## src/rtl/msjk_pkg.sv

```systemverilog
package msjk_pkg;
  localparam int unsigned SYNC_STAGES_DEF = 2;

  // Gated action of the master stage for one system cycle
  typedef enum logic [1:0] {
    OP_KEEP  = 2'd0,
    OP_SET   = 2'd1,
    OP_CLEAR = 2'd2
  } master_op_e;
endpackage

```

## src/rtl/msjk_rst_sync.sv

```systemverilog
module msjk_rst_sync #(
  parameter int unsigned STAGES = 2
) (
  input  logic clk,
  input  logic rst_n,
  output logic rst_sync_n
);
  logic [STAGES-1:0] chain_q;
  logic [STAGES-1:0] chain_d;

  generate
    if (STAGES == 1) begin : g_single
      always_comb chain_d = 1'b1;
    end else begin : g_multi
      always_comb chain_d = {chain_q[STAGES-2:0], 1'b1};
    end
  endgenerate

  always_ff @(posedge clk or negedge rst_n) begin
    if (!rst_n) begin
      chain_q <= '0;
    end else begin
      chain_q <= chain_d;
    end
  end

  assign rst_sync_n = chain_q[STAGES-1];
endmodule

```

## src/rtl/msjk_master.sv

```systemverilog
module msjk_master
  import msjk_pkg::*;
(
  input  logic clk,
  input  logic rst_n,
  input  logic clr,
  input  logic cp,
  input  logic j,
  input  logic k,
  input  logic slave_q,
  output logic master_q,
  output logic caught
);
  master_op_e op;
  logic       master_en;
  logic       master_d;
  logic       caught_d;

  // Slave output gates the master's set and reset paths
  always_comb begin
    op = OP_KEEP;
    if (j && !slave_q) begin
      op = OP_SET;
    end else if (k && slave_q) begin
      op = OP_CLEAR;
    end
  end

  always_comb begin
    master_en = cp || clr;
    if (clr) begin
      master_d = 1'b0;
    end else begin
      case (op)
        OP_SET:   master_d = 1'b1;
        OP_CLEAR: master_d = 1'b0;
        default:  master_d = master_q;
      endcase
    end
    caught_d = !clr && cp && (op != OP_KEEP) && (master_q == slave_q);
  end

  always_ff @(posedge clk or negedge rst_n) begin
    if (!rst_n) begin
      master_q <= 1'b0;
      caught   <= 1'b0;
    end else begin
      if (master_en) begin
        master_q <= master_d;
      end
      caught <= caught_d;
    end
  end

  AST_NO_SET_WHEN_ONE: assert property (@(posedge clk) disable iff (!rst_n)
    (cp && !clr && slave_q && !master_q) |=> !master_q);
  AST_NO_RESET_WHEN_ZERO: assert property (@(posedge clk) disable iff (!rst_n)
    (cp && !clr && !slave_q && master_q) |=> master_q);
  AST_CLEAR_MASTER: assert property (@(posedge clk) disable iff (!rst_n)
    clr |=> !master_q);
endmodule

```

## src/rtl/msjk_slave.sv

```systemverilog
module msjk_slave (
  input  logic clk,
  input  logic rst_n,
  input  logic clr,
  input  logic cp,
  input  logic master_q,
  output logic slave_q
);
  logic slave_en;
  logic slave_d;

  always_comb begin
    slave_en = clr || !cp;
    slave_d  = clr ? 1'b0 : master_q;
  end

  always_ff @(posedge clk or negedge rst_n) begin
    if (!rst_n) begin
      slave_q <= 1'b0;
    end else if (slave_en) begin
      slave_q <= slave_d;
    end
  end

  AST_HOLD_IN_HIGH: assert property (@(posedge clk) disable iff (!rst_n)
    (cp && !clr) |=> $stable(slave_q));
  AST_COPY_IN_LOW: assert property (@(posedge clk) disable iff (!rst_n)
    (!cp && !clr) |=> (slave_q == $past(master_q)));
  AST_CLEAR_SLAVE: assert property (@(posedge clk) disable iff (!rst_n)
    clr |=> !slave_q);
endmodule

```

## src/rtl/msjk_ff.sv

```systemverilog
module msjk_ff
  import msjk_pkg::*;
#(
  parameter int unsigned SYNC_STAGES = SYNC_STAGES_DEF
) (
  input  logic clk,
  input  logic rst_n,
  input  logic clr,
  input  logic cp,
  input  logic j,
  input  logic k,
  output logic q,
  output logic q_n,
  output logic caught
);
  logic rst_sync_n;
  logic master_q;
  logic slave_q;

  msjk_rst_sync #(.STAGES(SYNC_STAGES)) rst_sync_i (
    .clk        (clk),
    .rst_n      (rst_n),
    .rst_sync_n (rst_sync_n)
  );

  msjk_master master_i (
    .clk      (clk),
    .rst_n    (rst_sync_n),
    .clr      (clr),
    .cp       (cp),
    .j        (j),
    .k        (k),
    .slave_q  (slave_q),
    .master_q (master_q),
    .caught   (caught)
  );

  msjk_slave slave_i (
    .clk      (clk),
    .rst_n    (rst_sync_n),
    .clr      (clr),
    .cp       (cp),
    .master_q (master_q),
    .slave_q  (slave_q)
  );

  assign q   = slave_q;
  assign q_n = ~slave_q;

  AST_CAUGHT_SINGLE: assert property (@(posedge clk) disable iff (!rst_sync_n)
    caught |=> !caught);
  AST_CAUGHT_DEPARTED: assert property (@(posedge clk) disable iff (!rst_sync_n)
    caught |-> (master_q != slave_q));
endmodule

```

## config.mk

```make
export PLATFORM = sky130hd
export DESIGN_NAME = msjk_ff
export DESIGN_NICKNAME = d
export VERILOG_FILES = /design/src/rtl/msjk_pkg.sv /design/src/rtl/msjk_rst_sync.sv /design/src/rtl/msjk_master.sv /design/src/rtl/msjk_slave.sv /design/src/rtl/msjk_ff.sv
export SDC_FILE = /design/constraint.sdc
export NUM_CORES = 1
export LEC_CHECK = 0
export BUFFER_PORTS_ARGS = -buffer_cell sky130_fd_sc_hd__buf_4
export CAP_MARGIN = 20
export CORE_AREA = 2 2 39 41
export DETAILED_ROUTE_END_ITERATION = 10
export DIE_AREA = 0 0 41 43
export PLACE_DENSITY = 0.38
export SLEW_MARGIN = 0
export SYNTH_ARGS = -nofsm -noshare
export SYNTH_HDL_FRONTEND = slang
export SYNTH_SLANG_ARGS = --single-unit
```

## constraint.sdc

```tcl
create_clock -name clk -period 1.2 [get_ports clk]
set_clock_uncertainty 0.15 [all_clocks]
set_input_delay 0.06 -clock clk [delete_from_list [all_inputs] [get_ports clk]]
set_output_delay 0.06 -clock clk [all_outputs]
set_load 0.01 [all_outputs]
```

==> impl_summary.txt, run 1 <==
----------------------------------------------------
[Synthesis]
  Simple-gate share of the synthesized area ... 0.154
  Synth unique cells ... 11
  Post-synthesis compound-gate area fraction ... 0.123
  Post-Syn Nets ... 23
  Dominant combinational cell family by area after synthesis ... simple AND/OR/NAND/NOR gates
  Xor-xnor portion of the synthesized cell area ... 0
  Number of instances in the synthesized netlist ... 17
  Seq cells post-synth ... 5
  Multiplexer fraction of the synthesized cell area ... 0.0494
  Cell area after synthesis ... 203 um2
  Adder-cell area share of the yosys netlist ... 0
  Avg Synthesized Cell Area ... 11.9 um2
  Sequential area share after synthesis ... 0.617
  Synth warnings ... 0

[Setup path]
  Slowest stage cell, crit path ... sky130_fd_sc_hd__or3b_4
  CP Launch Type ... flip-flop
  Maximum fanout along the worst path ... 4
  Worst stage delay on the critical path ... between 0.4 and 0.5 ns
  Cells traversed along the worst timing path ... or3b_4, a21oi_2
  Critical path capture point type ... flip-flop
  Critical path data arrival time ... 1.18 ns
  Critical path class ... reg2reg
  CP required ... 1.21 ns

[Timing]
  Endpoints failing setup ... 0
  Setup repair after global routing missed its margin ... yes
  Slew Viols, Final ... 0
  Fraction of the cycle the final worst path needs ... 0.975
  Worst Hold Margin ... 0.0416 ns
  Final hold viol count ... 0
  Least setup slack across all paths after layout ... 0.0302 ns
  Maximum clock frequency ... between 800 and 900 MHz
  Tmin final ... 1.17 ns

[Cells and area]
  Fillers ... approximately 150
  Post-layout instance count excluding filler cells ... 54
  P&R area growth vs syn ... 104%
  Total Nets Final ... 45
  Count of antenna diodes in the layout ... 0
  Share of layout cells above drive strength 1 ... 0.474

[Routing]
  Iter 0 DRT Violations ... 1
  DRC violation count after routing ... 0
  Wire length reported by the detailed router ... between 500 and 600 um
  Antenna-violating nets left ... 0
  Routed vias ... 200
  Routed via count divided by cell count ... 3.70
  Number of search-and-repair iterations in the first detailed-routing pass ... 2
  Detail-routed net length per standard cell ... 10.6 um

[GRT]
  First-pass GRT wire length ... between 600 and 700 um
  Number of antenna violations at the first check in global routing ... 0
  Congestion Overflow GR ... 0
  GRT Util Overall ... 0.0605
  Largest net degree at the start of global routing ... 6
  Number of global-route vias before repair ... 198

[Die]
  Number of primary I/O pins ... 9
  CORE AREA ... 0.00138 mm2
  Die boundary width ... 41 um
  Full die area ... approximately 0.0018 mm2
  Starting density of the core ... 0.146
  Row Count ... 14
  Die Height ... 43 um

[Power and ir drop]
  Switching Power ... 0.101 mW
  Pwr Total ... 0.453 mW
  Leak pwr ... 0.191 nW
  Comb pwr share ... 0.175
  Clock share of power ... 0.421
  VDD IR-drop max ... 0.000395 V
  Switching Fraction ... 0.222
  Sequential power share ... 0.404
  Total internal power ... approximately 0.35 mW
  Power density cells ... approximately 1100 mW/mm2

[Place]
  Estimated wirelength of the detail-placed design ... 345 um
  Cell total after placement ... 42
  Worst setup slack after placement ... between 0.01 and 0.015 ns
  Gp weighted congestion ... 0.596
  Port Buffers ... 8

[Hold path]
  Worst min-delay path class ... in2reg

[Run status]
  Run status ... finished clean

[Clock tree]
  Max Root-Sink Buffers ... 2
  Clock tree root buffer cell ... sky130_fd_sc_hd__clkbuf_4
  Clock latency on the worst-skew pair ... 0.24 ns
  CTS H-Tree Depth ... 1
  Clock-pin slew on the worst setup and hold paths ... approximately 0.050 ns
  CTS tree ... done
  Clk sink count ... 5
  Number of CTS-inserted buffers ... 3

[Flow run]
  Maxcap violations ... 0

----------------------------------------------------
-- repair_timing --
| item | in CTS | in global routing |
|---|---|---|
| hold buffers | 6 | 0 |
| endpoints found under the hold margin | 8 | 0 |
| endpoints found under the setup margin | 0 | 3 |
| resized for setup | 0 | 4 |
| setup buffers | 0 | 2 |
-- cell usage after synthesis, drive strengths merged --
cell     number  area share
inv           2       0.037
dfrtp         5        0.62
conb          1       0.019
nor2          1       0.019
or3b          1       0.043
and3          1       0.037
nand3         1       0.025
a21oi         2       0.049
mux2i         1       0.049
a2111oi       1       0.074
nand2b        1       0.031
-- logic make-up (layout without fill, tap and decap cells) --
family,Yosys count,in the layout
other cells,1,1
simple gates,5,5
mux,1,1
flops,5,5
compound gates,3,3
buf+inv,2,23
-- area by class of cell --
cell class / count / area [um2] / share of cell area
Sequential cell: 5 / 125 / 0.302
Multi-Input combinational cell: 10 / 88.8 / 0.215
Tap cell: 16 / 20.0 / 0.0483
Inverter: 2 / 7.51 / 0.0181
Clock buffer: 4 / 26.3 / 0.0634
Timing Repair Buffer: 17 / 146 / 0.353
-- path summary, 6_finish.rpt --
check | from | end | slack (ns) | cells past startpoint
max | master_i.master_q$_DFFE_PN0P_ | master_i.caught$_DFF_PN0_ | 0.03 | 2
min | cp | master_i.master_q$_DFFE_PN0P_ | 0.04 | 3
max reg2reg | master_i.master_q$_DFFE_PN0P_ | master_i.caught$_DFF_PN0_ | 0.03 | 2
min reg2reg | rst_sync_i.chain_q[0]$_DFF_PN0_ | rst_sync_i.chain_q[1]$_DFF_PN0_ | 0.19 | 0
max in group asynchronous | rst_n | rst_sync_i.chain_q[1]$_DFF_PN0_ | 0.25 | 3
min in group asynchronous | rst_sync_i.chain_q[1]$_DFF_PN0_ | slave_i.slave_q$_DFFE_PN0P_ | 0.42 | 1
-- worst max-delay path: cells and delay by family (launching register included) --
kind / cells / cell delay, ns
compound gates: 1 / 0.14
flops: 1 / 0.40
simple gates: 1 / 0.41
-- registers in the layout, summed over array words and instances (netlist names) --
register and flops:
master_i.caught 1, master_i.master_q 1, slave_i.slave_q 1, rst_sync_i.chain_q 2
-- layer usage --
layer / part of all wire / vias up / global-route usage
met5: 0 / - / 0
met2: 0.53 / 8 / 0.0844
met4: 0 / 0 / 0.0400
li1: - / 98 / -
met3: 0.087 / 0 / 0.0314
met1: 0.38 / 94 / 0.0686
-- power by group through the flow --
stage | clock (mW) | combinational [mW] | sequential, mW
2_1_floorplan | 0 | 0.0148 | 0.188
3_3_place_gp | 0 | 0.0435 | 0.187
3_5_place_dp | 0 | 0.0446 | 0.187
4_1_cts | 0.202 | 0.0617 | 0.183
5_1_grt | 0.213 | 0.0863 | 0.184
6_report | 0.191 | 0.0794 | 0.183
-- placed cells by master, fill, tap and decap left out --
master                           n
sky130_fd_sc_hd__buf_4          10
sky130_fd_sc_hd__a21oi_2         1
sky130_fd_sc_hd__a2111oi_4       1
sky130_fd_sc_hd__clkbuf_1        1
sky130_fd_sc_hd__nand3_1         1
sky130_fd_sc_hd__and3_2          1
sky130_fd_sc_hd__buf_6           1
sky130_fd_sc_hd__inv_1           2
sky130_fd_sc_hd__dfrtp_1         5
sky130_fd_sc_hd__nor2_1          1
sky130_fd_sc_hd__clkbuf_4        3
sky130_fd_sc_hd__a21oi_1         1
sky130_fd_sc_hd__dlygate4sd3_1   6
sky130_fd_sc_hd__or3b_4          1
sky130_fd_sc_hd__mux2i_1         1
sky130_fd_sc_hd__conb_1          1
sky130_fd_sc_hd__nand2b_1        1
-- per-stage QoR --
stage          setup TNS, ns  area, um2   util
2_1_floorplan              0        203      -
3_3_place_gp               0        290  0.210
3_5_place_dp               0        290  0.210
4_1_cts                    0        377  0.272
5_1_grt              -0.0360        414  0.299
6_report                   0        414  0.299
Power figures use the tool's default switching activity.
==> run 2, diff against run 1 <==
--- a/config.mk
+++ b/config.mk
@@ -5,12 +5,12 @@
 export SDC_FILE = /design/constraint.sdc
 export NUM_CORES = 1
 export LEC_CHECK = 0
-export BUFFER_PORTS_ARGS = -buffer_cell sky130_fd_sc_hd__buf_4
+export BUFFER_PORTS_ARGS = -buffer_cell sky130_fd_sc_hd__buf_2
 export CAP_MARGIN = 20
 export CORE_AREA = 2 2 39 41
 export DETAILED_ROUTE_END_ITERATION = 10
 export DIE_AREA = 0 0 41 43
-export PLACE_DENSITY = 0.38
+export PLACE_DENSITY = 0.4
 export SLEW_MARGIN = 0
 export SYNTH_ARGS = -nofsm -noshare
 export SYNTH_HDL_FRONTEND = slang
==> impl_summary.txt, run 2 (synthesis gave the netlist of run 1 again) <==
----------------------------------------------------
[Run status]
  Run status ... finished clean

[Die]
  Die Height ... 43 um (unchanged)
  Row Count ... 14 (unchanged)
  Number of primary I/O pins ... 9 (unchanged)
  CORE AREA ... 0.00138 mm2 (unchanged)
  Starting density of the core ... 0.146 (unchanged)
  Full die area ... 0.00176 mm2 (unchanged)
  Die boundary width ... 41 um (unchanged)

[Routing]
  Number of search-and-repair iterations in the first detailed-routing pass ... 1 (-1)
  Routed via count divided by cell count ... 3.58 (-3.4%)
  Antenna-violating nets left ... 0 (unchanged)
  DRC violation count after routing ... 0 (unchanged)
  Iter 0 DRT Violations ... 0 (-1)
  Wire length reported by the detailed router ... 459 um (-20%)
  Routed vias ... 186 (-7.0%)
  Detail-routed net length per standard cell ... 8.83 um (-17%)

[Clock tree]
  Max Root-Sink Buffers ... 2 (unchanged)
  Clock-pin slew on the worst setup and hold paths ... 0.04 ns (about the same)
  Clk sink count ... 5 (unchanged)
  Number of CTS-inserted buffers ... 3 (unchanged)
  Clock tree root buffer cell ... sky130_fd_sc_hd__clkbuf_4
  CTS tree ... done
  CTS H-Tree Depth ... 1 (unchanged)
  Clock latency on the worst-skew pair ... 0.23 ns (about the same)

[Setup path]
  Buffers plus inverters on the worst setup path ... 0 (unchanged)
  Critical path data arrival time ... 1.18 ns (about the same)
  Slowest stage cell, crit path ... sky130_fd_sc_hd__dfrtp_1
  Maximum fanout along the worst path ... 4 (unchanged)
  Critical path capture point type ... flip-flop
  Worst stage delay on the critical path ... 0.41 ns (about the same)
  CP Launch Type ... flip-flop
  Cell family with the largest share of critical-path delay ... flip-flops
  Critical path class ... reg2reg
  Cells traversed along the worst timing path ... or3b_1, a21oi_2
  CP required ... 1.21 ns (about the same)

[Cells and area]
  Fillers ... 147 (-2.6%)
  Number of flip-flops in the largest register ... 2 (unchanged)
  Most common cell after layout, fill and taps aside ... sky130_fd_sc_hd__buf_2
  Final core utilization ... 0.275 (-0.0244)
  P&R area growth vs syn ... 87.7%
  Count of antenna diodes in the layout ... 0 (unchanged)
  Final std cell area, no fill ... 380 um2 (-8.2%)
  Reg with most FFs ... rst_sync_i.chain_q
  Commonest cells after routing, fill and taps aside ... 8 x sky130_fd_sc_hd__buf_2, 6 x sky130_fd_sc_hd__dlygate4sd3_1, 5 x sky130_fd_sc_hd__dfrtp_1
  Share of layout cells above drive strength 1 ... 0.444 (-0.0292)
  Total Nets Final ... 43 (-4.4%)

[GRT]
  Number of antenna violations at the first check in global routing ... 0 (unchanged)
  Congestion Overflow GR ... 0 (unchanged)
  Number of global-route vias before repair ... 173 (-13%)
  GRT Util Overall ... 0.0585 (-0.00202)
  First-pass GRT wire length ... 621 um (-11%)
  Largest net degree at the start of global routing ... 6 (unchanged)

[Power and ir drop]
  Leak pwr ... 0.173 nW (-9.5%)
  VDD IR-drop max ... 0.000347 V (-12%)
  Pwr Total ... 0.431 mW (-4.8%)
  Power density cells ... 1130 mW/mm2 (+3.6%)

[Timing]
  Setup repair after global routing missed its margin ... yes
  Least setup slack across all paths after layout ... 0.0306 ns (+0.000411 ns)
  Fraction of the cycle the final worst path needs ... 0.975 (about the same)
  Final hold viol count ... 0 (unchanged)
  Endpoints failing setup ... 0 (unchanged)
  Setup TNS ... 0 ns (unchanged)
  Slew Viols, Final ... 0 (unchanged)
  Tmin final ... 1.17 ns (-0.000411 ns)
  Maximum clock frequency ... 855 MHz (about the same)

[Flow run]
  Maxcap violations ... 0 (unchanged)

[Hold path]
  Worst min-delay path class ... in2reg

[Place]
  DP Area ... 270 um2 (-6.9%)
  Estimated wirelength of the detail-placed design ... 327 um (-5.3%)
  Gp weighted congestion ... 0.516 (-14%)
  Worst setup slack after placement ... 0.0264 ns (+0.0138 ns)
  Port Buffers ... 8 (unchanged)

----------------------------------------------------
[run 2: timing repair]
item,4_1_cts,5_1_grt
resized for setup,0,5
hold endpoints to repair,8,0
hold buffers,6,0
setup buffers,0,0
setup endpoints to repair,0,3
[run 2: worst register-to-register path: stages (launching register included)]
cell,delay [ns]
sky130_fd_sc_hd__dfrtp_1,0.41
sky130_fd_sc_hd__or3b_1,0.40
sky130_fd_sc_hd__a21oi_2,0.14
[run 2: layer usage]
metal,global-route usage,up-vias,part of all wire
met5,0,-,0
met4,0.0600,0,0
met3,0.0471,0,0.10
met2,0.0750,9,0.51
met1,0.0523,82,0.38
li1,-,95,-
[run 2: cell type report]
class	count	area (um2)	share of cell area
multi-input cells	10	90.1	0.237
repair buffers	15	111	0.293
clock buffers	4	26.3	0.0691
inverters	2	7.51	0.0197
well taps	16	20.0	0.0526
flip-flops and latches	5	125	0.329
[run 2: path summary, 6_finish.rpt]
path	cells after the start	end	slack (ns)	startpoint
setup reg to reg	2	master_i.caught$_DFF_PN0_	0.03	slave_i.slave_q$_DFFE_PN0P_
hold reg to reg	0	rst_sync_i.chain_q[1]$_DFF_PN0_	0.20	rst_sync_i.chain_q[0]$_DFF_PN0_
hold / removal	3	master_i.master_q$_DFFE_PN0P_	0.04	k
max in group asynchronous	3	rst_sync_i.chain_q[1]$_DFF_PN0_	0.26	rst_n
min in group asynchronous	1	master_i.caught$_DFF_PN0_	0.42	rst_sync_i.chain_q[1]$_DFF_PN0_
setup / recovery	2	master_i.caught$_DFF_PN0_	0.03	slave_i.slave_q$_DFFE_PN0P_
[run 2: power by group]
part           internal (mW)  switching (mW)  leakage [nW]
logic                 0.0359          0.0269        0.0942
registers              0.178         0.00514        0.0638
clock network          0.125          0.0602        0.0150
[run 2: per-stage QoR]
step / instances / hold WS [ns]
floorplan: 17 / -0.386
global placement: 42 / -0.304
detailed placement: 42 / -0.300
CTS: 52 / 0.0213
global route: 52 / 0.0269
finish: 52 / 0.0371
